--- config.mk ---
export PLATFORM = sky130hd
export DESIGN_NAME = vrx_remap
export DESIGN_NICKNAME = d
export VERILOG_FILES = /design/src/rtl/vrx_pkg.sv /design/src/rtl/vrx_cfg_regs.sv /design/src/rtl/vrx_lane_map.sv /design/src/rtl/vrx_remap.sv
export SDC_FILE = /design/constraint.sdc
export NUM_CORES = 1
export LEC_CHECK = 0
export BUFFER_PORTS_ARGS = -buffer_cell sky130_fd_sc_hd__buf_2
export CAP_MARGIN = 20
export CELL_PAD_IN_SITES_DETAIL_PLACEMENT = 1
export CELL_PAD_IN_SITES_GLOBAL_PLACEMENT = 2
export CORE_MARGIN = 4
export CORE_UTILIZATION = 28
export DETAILED_ROUTE_END_ITERATION = 8
export GPL_ROUTABILITY_DRIVEN = 0
export PLACE_DENSITY_LB_ADDON = 0.12
export SYNTH_ARGS = -nofsm -noshare
export SYNTH_HDL_FRONTEND = slang
export SYNTH_SLANG_ARGS = --single-unit
export TNS_END_PERCENT = 10
--- constraint.sdc ---
create_clock -name clk -period 4.5 [get_ports clk]
set_clock_uncertainty 0.1 [all_clocks]
set_input_delay 0.675 -clock clk [delete_from_list [all_inputs] [get_ports clk]]
set_output_delay 0.675 -clock clk [all_outputs]
set_load 0.02 [all_outputs]
--- src/rtl/vrx_pkg.sv ---
package vrx_pkg;
  localparam int unsigned VREG_W  = 8;
  localparam int unsigned CODE_W  = VREG_W + 1;
  localparam int unsigned CNT_W   = VREG_W + 1;
  localparam int unsigned WORD_W  = 32;
  localparam int unsigned NLANE   = 4;
  localparam int unsigned EN_BIT  = 27;
  localparam int unsigned OFS_LO  = 0;
  localparam int unsigned MASK_LO = 12;

  typedef struct packed {
    logic              en;
    logic [NLANE-1:0]  mask;
    logic [VREG_W-1:0] ofs;
  } vrx_cfg_t;

  // A code names a vector register when its top bit is set.
  function automatic logic vrx_is_vec(input logic [CODE_W-1:0] code);
    return code[CODE_W-1];
  endfunction

  // Widened sum so a carry out of VREG_W bits remains visible.
  function automatic logic [CNT_W-1:0] vrx_sum(input logic [VREG_W-1:0] n,
                                               input logic [VREG_W-1:0] ofs);
    return {1'b0, n} + {1'b0, ofs};
  endfunction

  function automatic logic vrx_in_range(input logic [CNT_W-1:0] s,
                                        input logic [CNT_W-1:0] cnt);
    return s < cnt;
  endfunction
endpackage

--- src/rtl/vrx_cfg_regs.sv ---
module vrx_cfg_regs
  import vrx_pkg::*;
(
  input  logic              clk,
  input  logic              rst_n,
  input  logic              ctrl_we,
  input  logic [WORD_W-1:0] ctrl_wdata,
  input  logic              offs_we,
  input  logic [WORD_W-1:0] offs_wdata,
  output vrx_cfg_t          cfg
);
  logic              en_q;
  logic [NLANE-1:0]  mask_q;
  logic [VREG_W-1:0] ofs_q;

  always_ff @(posedge clk) begin
    if (!rst_n) begin
      en_q   <= 1'b0;
      mask_q <= '0;
      ofs_q  <= '0;
    end else begin
      if (ctrl_we) en_q <= ctrl_wdata[EN_BIT];
      if (offs_we) begin
        mask_q <= offs_wdata[MASK_LO +: NLANE];
        ofs_q  <= offs_wdata[OFS_LO +: VREG_W];
      end
    end
  end

  assign cfg = '{en: en_q, mask: mask_q, ofs: ofs_q};

  // Bits outside the stored fields are deliberately dropped.
  logic unused_wbits;
  assign unused_wbits = ^{ctrl_wdata[WORD_W-1:EN_BIT+1], ctrl_wdata[EN_BIT-1:0],
                          offs_wdata[WORD_W-1:MASK_LO+NLANE],
                          offs_wdata[MASK_LO-1:OFS_LO+VREG_W]};

  p_ctrl_write_r9: assert property (@(posedge clk) disable iff (!rst_n)
    ctrl_we |=> cfg.en == $past(ctrl_wdata[EN_BIT]));
  p_offs_write_r3: assert property (@(posedge clk) disable iff (!rst_n)
    offs_we |=> (cfg.ofs == $past(offs_wdata[7:0])) && (cfg.mask == $past(offs_wdata[15:12])));
  p_hold_cfg_r9: assert property (@(posedge clk) disable iff (!rst_n)
    (!ctrl_we && !offs_we && $past(rst_n)) |=> $stable(cfg));
endmodule

--- src/rtl/vrx_lane_map.sv ---
module vrx_lane_map
  import vrx_pkg::*;
(
  input  logic              apply,
  input  logic [VREG_W-1:0] ofs,
  input  logic [CNT_W-1:0]  vgpr_count,
  input  logic [CODE_W-1:0] code_in,
  output logic [CODE_W-1:0] code_out,
  output logic              zeroed
);
  // Named internal events, visible to assertions and waveforms.
  logic              lane_is_vec;
  logic [CNT_W-1:0]  lane_sum;
  logic              lane_fits;
  logic              lane_sub;

  assign lane_is_vec = vrx_is_vec(code_in);
  assign lane_sum    = vrx_sum(code_in[VREG_W-1:0], ofs);
  assign lane_fits   = vrx_in_range(lane_sum, vgpr_count);
  assign lane_sub    = apply && !(lane_is_vec && lane_fits);

  always_comb begin
    if (!apply)        code_out = code_in;
    else if (lane_sub) code_out = {1'b1, {VREG_W{1'b0}}};
    else               code_out = {1'b1, lane_sum[VREG_W-1:0]};
  end
  assign zeroed = lane_sub;
endmodule

--- src/rtl/vrx_remap.sv ---
module vrx_remap
  import vrx_pkg::*;
(
  input  logic        clk,
  input  logic        rst_n,
  input  logic        ctrl_we,
  input  logic [31:0] ctrl_wdata,
  input  logic        offs_we,
  input  logic [31:0] offs_wdata,
  input  logic [8:0]  vgpr_count,
  input  logic        in_valid,
  input  logic [8:0]  src0_code,
  input  logic [8:0]  src1_code,
  input  logic [8:0]  src2_code,
  input  logic [7:0]  dst_reg,
  output logic        out_valid,
  output logic [8:0]  out_src0,
  output logic [8:0]  out_src1,
  output logic [8:0]  out_src2,
  output logic [7:0]  out_dst,
  output logic [3:0]  out_zeroed
);
  vrx_cfg_t cfg;

  vrx_cfg_regs u_cfg (
    .clk(clk), .rst_n(rst_n),
    .ctrl_we(ctrl_we), .ctrl_wdata(ctrl_wdata),
    .offs_we(offs_we), .offs_wdata(offs_wdata),
    .cfg(cfg)
  );

  logic [CODE_W-1:0] lane_in  [NLANE];
  logic [CODE_W-1:0] lane_out [NLANE];
  logic [NLANE-1:0]  lane_zero;

  // The destination rides the same lane as a vector-register code.
  assign lane_in[0] = src0_code;
  assign lane_in[1] = src1_code;
  assign lane_in[2] = src2_code;
  assign lane_in[3] = {1'b1, dst_reg};

  for (genvar g = 0; g < NLANE; g++) begin : g_lane
    vrx_lane_map u_lane (
      .apply(cfg.en && cfg.mask[g]),
      .ofs(cfg.ofs),
      .vgpr_count(vgpr_count),
      .code_in(lane_in[g]),
      .code_out(lane_out[g]),
      .zeroed(lane_zero[g])
    );
  end

  logic dst_top_unused;
  assign dst_top_unused = lane_out[3][CODE_W-1];

  always_ff @(posedge clk) begin
    if (!rst_n) begin
      out_valid  <= 1'b0;
      out_src0   <= '0;
      out_src1   <= '0;
      out_src2   <= '0;
      out_dst    <= '0;
      out_zeroed <= '0;
    end else begin
      out_valid <= in_valid;
      if (in_valid) begin
        out_src0   <= lane_out[0];
        out_src1   <= lane_out[1];
        out_src2   <= lane_out[2];
        out_dst    <= lane_out[3][VREG_W-1:0];
        out_zeroed <= lane_zero;
      end
    end
  end

  p_off_passes_r2: assert property (@(posedge clk) disable iff (!rst_n)
    (in_valid && !cfg.en) |=> (out_src0 == $past(src0_code)) && (out_src1 == $past(src1_code))
      && (out_src2 == $past(src2_code)) && (out_dst == $past(dst_reg)) && (out_zeroed == 4'd0));
  p_unsel_dst_r4: assert property (@(posedge clk) disable iff (!rst_n)
    (in_valid && !cfg.mask[3]) |=> (out_dst == $past(dst_reg)) && !out_zeroed[3]);
  p_src_zero_r8: assert property (@(posedge clk) disable iff (!rst_n)
    (in_valid && cfg.en && cfg.mask[0] && !src0_code[8]) |=> (out_src0 == 9'd256) && out_zeroed[0]);
  p_flag_dst_r11: assert property (@(posedge clk) disable iff (!rst_n)
    (out_valid && out_zeroed[3]) |-> out_dst == 8'd0);
  p_flag_src1_r7: assert property (@(posedge clk) disable iff (!rst_n)
    (out_valid && out_zeroed[1]) |-> out_src1 == 9'd256);
  p_hold_r10: assert property (@(posedge clk) disable iff (!rst_n)
    (!in_valid && $past(rst_n)) |=> $stable(out_src0) && $stable(out_dst) && $stable(out_zeroed));
endmodule

; Word level (Yosys, flattened, before mapping)
; Index checks and enable logic that the tools add are counted.
[totals]
regBits = 53
output_inout_bits = 40
[op_classes]
addsub = 4
magnitude_cmp = 4
muxes = 8
n_reduce_logical = 15
[ops]
columns = cell, count
row1 = $mux W8, 5
row2 = $add A8 B8 Y9, 4
row3 = $lt A9 B9 Y1, 4
row4 = $mux W9, 3
row5 = $logic_and A1 B1 Y1, 11
row6 = $logic_not A1 Y1, 4

; Longest topological paths before layout
[logic_depth]
depth_word = 7
ltp_mapped = 14

; By module
; From an unflattened synthesis, not the netlist that was laid out.
[hier_totals]
hier_cells = 541
hier_area_um2 = 4813.4
[modules_own_cells]
columns = mod, instances, cells_per_inst, area_each_um2, seq_area_each_um2
row1 = vrx_remap, 1, 133, 1576.5, 800.8
row2 = vrx_lane_map (g_lane[1].u_lane ...), 2, 93, 686.9, 0.0
row3 = vrx_lane_map (g_lane[0].u_lane), 1, 92, 690.7, 0.0
row4 = vrx_lane_map (g_lane[2].u_lane), 1, 88, 678.2, 0.0
row5 = vrx_cfg_regs, 1, 42, 494.2, 260.2

; Least setup slack after synthesis
; OpenSTA, ideal clock, no wires.
[synth_timing]
path_type = input-to-reg
startpoint = in src0_code[0]
endpoint = reg out_zeroed[0]
setup_ps = 115
arrival_ps = 3392
slack_ps = 893
stages = 14
n_path_buf = 0
path_cell_list = ha_1 fa_1 a211oi_1 o21bai_1 a21oi_1 nor2b_1 o21ai_0 nand2b_1 ha_1 and3_4 a221o_1 a31oi_4 o22ai_1 and2_1
[synth_between]
elab_chain_cells = 5
[synth_lines]
columns = item, line_no
row1 = from (decl), vrx_remap.sv:12  ; input logic [8:0] src0_code,
row2 = $add A8 B8 Y9, vrx_pkg.sv:25  ; return {1'b0, n} + {1'b0, ofs};
row3 = $lt A9 B9 Y1, vrx_pkg.sv:30  ; return s < cnt;
row4 = $logic_and A1 B1 Y1, vrx_lane_map.sv:20  ; assign lane_sub = apply && !(lane_is_vec && lane_fits);
row5 = $logic_not A1 Y1, vrx_lane_map.sv:20
row6 = $logic_and A1 B1 Y1, vrx_lane_map.sv:20
row7 = to (signal assigned), vrx_remap.sv:71  ; out_zeroed <= lane_zero;
row8 = to (decl), vrx_remap.sv:21  ; output logic [3:0] out_zeroed
; No other way between the ends.
; A chain may end at the register's enable or synchronous reset.

; Worst setup path after layout
[layout_timing]
startpoint = reg u_cfg.ofs_q[0]
endpoint = reg out_zeroed[3]
[layout_between]
elab_chain_cells = 4
[layout_lines]
columns = item, line_no
row1 = from (decl), vrx_cfg_regs.sv:14  ; logic [VREG_W-1:0] ofs_q;
row2 = from (signal assigned), vrx_cfg_regs.sv:25  ; ofs_q <= offs_wdata[OFS_LO +: VREG_W];
row3 = $add A8 B8 Y9, vrx_pkg.sv:25
row4 = $lt A9 B9 Y1, vrx_pkg.sv:30
row5 = $logic_not A1 Y1, vrx_lane_map.sv:20
row6 = $logic_and A1 B1 Y1, vrx_lane_map.sv:20
; No other way between the ends.

==> flow_summary.yaml <==
detailed_routing:
  drt-initial-drc-count: 150
  drc: 0
  vias: 3912
  ant_nets: 0
  vias_per_cell: 5.202
  wire_per_inst_um: 18.99
  first_pass_iters: 4
  routed_wl_mm: 14.28
worst_setup_path:
  critPathBufInv: 0
  crit_path_max_fanout: 9
  regToRegEndpoint: "out_zeroed[3]$_SDFFE_PN0P_"
  rr_worst_depth: 14
  cp_data_arrival_time_ps: 3900
  worst_setup_path_start_kind: "flip-flop"
  crit_path_start: "u_cfg.ofs_q[0]$_SDFFE_PN0P_"
  cp_slowest_stage_delay_ps: 430
  critical-path-top-delay-family: "compound AO/OA/AOI/OAI gates"
  r2r_start: "u_cfg.ofs_q[0]$_SDFFE_PN0P_"
  critical_path_required_ps: 4600
  rrSetupSlack_ps: 700
  cp-end-kind: "flip-flop"
  worstPathCellList: "ha_1, fa_1, a211oi_1, o21bai_1, a21oi_1, nor2b_1, o21ai_0, nand2b_1, ha_1, and3_1, a221o_1, a31oi_4, o22ai_1, and2_1"
  path_depth: 14
  critPathCapture: "out_zeroed[3]$_SDFFE_PN0P_"
  crit_type: "flip-flop to flip-flop"
  path_common_cell: "ha_1"
  slowest_stage: "dfxtp_1"
clock_tree:
  cts.sinks: 53
  cts.repair.resized: 0
  htreeDepth: 2
  cts.path.max_buffers: 2
  cts_setup_buffers: 0
  path_clk_slew_ps: 80
  cts_buffers: 5
  clock_latency_ps: 310
  cts_root_buf: "clkbuf_16"
  holdBufCountCts: 0
  tritoncts: "done"
cells_and_area:
  fin_util: 0.3487
  multiInputGateArea_mm2: 0.002915
  seq_area_mm2: 0.001061
  fillers: 1732
  final_net_count: 752
  layout-drive-gt1-share: 0.2045
  diodes: 0
  area_delta_synth_final_pct: 19.79
  post-route-cell-area_mm2: 0.004915
sta:
  maxSlewViolCount: 0
  maxSlewHeadroom: 0.4182
  min_period_ps: 3799
  worst_slew_pin_slew_ps: 872.7
  tns_ps: 0
  hold_slack_ps: 434.0
  post-route-period-util: 0.8442
  fmax_mhz: 263.2
  rsz0062_at_grt: "no"
  hold_viol_final: 0
  finalSetupViolCount: 0
global_route:
  grt_pass1_vias: 4227
  grt_overflow: 0
  grt_antenna_before_repair: 0
  grt_pass1_wl_mm: 23.01
  grt_max_degree: 54
  grt_use_total: 0.1770
yosys:
  avgSynthCellArea_um2: 8.529
  syn_area_mm2: 0.004103
  ys_types: 38
  synth_cells: 481
  ys_seq_area_frac: 0.2586
  synth-seq-cells: 53
  yosys_warnings: 0
  synth_fp_nets: 662
die:
  initial_utilization: 0.2911
  fp.dieW_um: 129.0
  dieArea_mm2: 0.01665
  num_rows: 43
  core_mm2: 0.01410
  ios: 153
  die_h_um: 129.0
min_path:
  hold_class: "flip-flop to flip-flop"
  hold_depth: 2
placement:
  port_buffers: 101
  dp_hpwl_mm: 10.97
  place_area_mm2: 0.004767
pwr:
  leakage_uw: 0.002373
  vdd_ir_drop_max_mv: 0.1247
  power_density_mw_per_mm2: 293.7
  p_total_uw: 1444
run:
  drv_cap: 0
status:
  status: "finished clean"
==> sequential cells by signal (all words and copies together) (netlist names) <==
name	count
out_zeroed	4
u_cfg.mask_q	4
u_cfg.en_q	1
out_src0	9
u_cfg.ofs_q	8
out_valid	1
out_src1	9
out_src2	9
out_dst	8
==> cell usage in the layout, fill, tap and decap left out, types with 3 or more instances in the layout <==
cell / Yosys / routed
buf_2: 2 / 101
ha_1: 64 / 64
dfxtp_1: 53 / 53
o21ai_0: 47 / 47
nand2_1: 44 / 44
a31oi_1: 36 / 36
nand3_1: 33 / 33
a21oi_1: 25 / 25
a21o_1: 19 / 19
nor2b_1: 16 / 16
xnor2_1: 14 / 14
inv_1: 14 / 14
mux2i_1: 13 / 13
o21ai_1: 9 / 9
and2_1: 9 / 9
a211oi_1: 8 / 8
xor2_1: 8 / 8
nand2b_1: 8 / 8
o21bai_1: 5 / 5
nor2_1: 5 / 5
clkbuf_16: 0 / 5
o211ai_1: 4 / 4
o22ai_1: 4 / 4
fa_1: 4 / 4
a221o_1: 3 / 3
a31oi_4: 3 / 3
==> layer usage <==
layer,vias up,wire (um),track usage
li1,1967,-,-
met1,1851,6694,0.2333
met2,75,6735,0.2988
met3,19,463,0.02514
met4,0,387,0.05744
met5,-,0,0
==> how the worst min path moves through the flow <==
stage,from,end
2_1_floorplan,u_cfg.mask_q[0]$_SDFFE_PN0P_,u_cfg.mask_q[0]$_SDFFE_PN0P_
3_3_place_gp,out_src0[8]$_SDFFE_PN0P_,out_src0[8]$_SDFFE_PN0P_
3_5_place_dp,out_src0[8]$_SDFFE_PN0P_,out_src0[8]$_SDFFE_PN0P_
4_1_cts,out_src0[8]$_SDFFE_PN0P_,out_src0[8]$_SDFFE_PN0P_
5_1_grt,out_dst[0]$_SDFFE_PN0P_,out_dst[0]$_SDFFE_PN0P_
6_report,out_src0[8]$_SDFFE_PN0P_,out_src0[8]$_SDFFE_PN0P_
==> report_power, final <==
part | total, uW | switching, uW | leakage (uW) | internal [uW]
combinational | 502 | 298 | 0.00186 | 205
sequential | 526 | 27.1 | 0.000439 | 499
clock | 416 | 207 | 0.0000738 | 208
==> area by class of cell <==
class	instances	share of cell area
well taps	180	0.04582
inverters	14	0.01069
repair buffers	102	0.1044
flip-flops and latches	53	0.2159
multi-input cells	395	0.5932
clock buffers	5	0.02546
clock inverters	3	0.004582
==> cells by family after synthesis <==
kind of cell    share of synthesized area
compound gates                     0.2641
simple gates                       0.1531
fa+ha+maj                          0.2147
flops                              0.2586
buf+inv                           0.03080
xor+xnor                          0.04697
mux                               0.03172
==> Yosys cell counts <==
master,count,area [um2]
a221oi_4,1,26.28
nand3_1,33,165.2
a211o_1,1,8.760
a22oi_1,1,7.510
a21o_1,19,142.6
a21oi_1,25,125.1
o21bai_1,5,37.54
a31oi_1,36,225.2
nor3b_1,1,7.510
nand3b_1,2,15.01
nor4b_1,1,8.760
nor2_1,5,18.77
dfxtp_1,53,1061
inv_1,14,52.55
xor2_1,8,70.07
buf_2,2,10.01
nand4_1,2,12.51
fa_1,4,80.08
o21ai_0,47,235.2
xnor2_1,14,122.6
and3_4,2,22.52
a211oi_1,8,60.06
clkbuf_1,16,60.06
mux2i_1,13,130.1
o22ai_1,4,25.02
a31oi_4,3,63.81
buf_1,1,3.750
o21ai_1,9,45.04
nand2_1,44,165.2
a41oi_1,1,8.760
a221o_1,3,30.03
o211ai_1,4,30.03
nor2b_1,16,100.1
a211oi_2,1,12.51
nand2b_1,8,50.05
ha_1,64,800.8
and2_1,9,56.30
and3_1,1,6.260
==> through the flow <==
step	worst slack [ps]	instances
global placement	471.8	744
detailed placement	403.4	744
finish	700.9	752
CTS	677.8	752
global route	429.5	752
floorplan	892.7	481
==> tightest hold or removal path, cell delays in order, from the launching register on <==
cell	delay (ps)
dfxtp_1	320
o21ai_0	70
a21oi_1	100
Power figures use the tool's default switching activity.
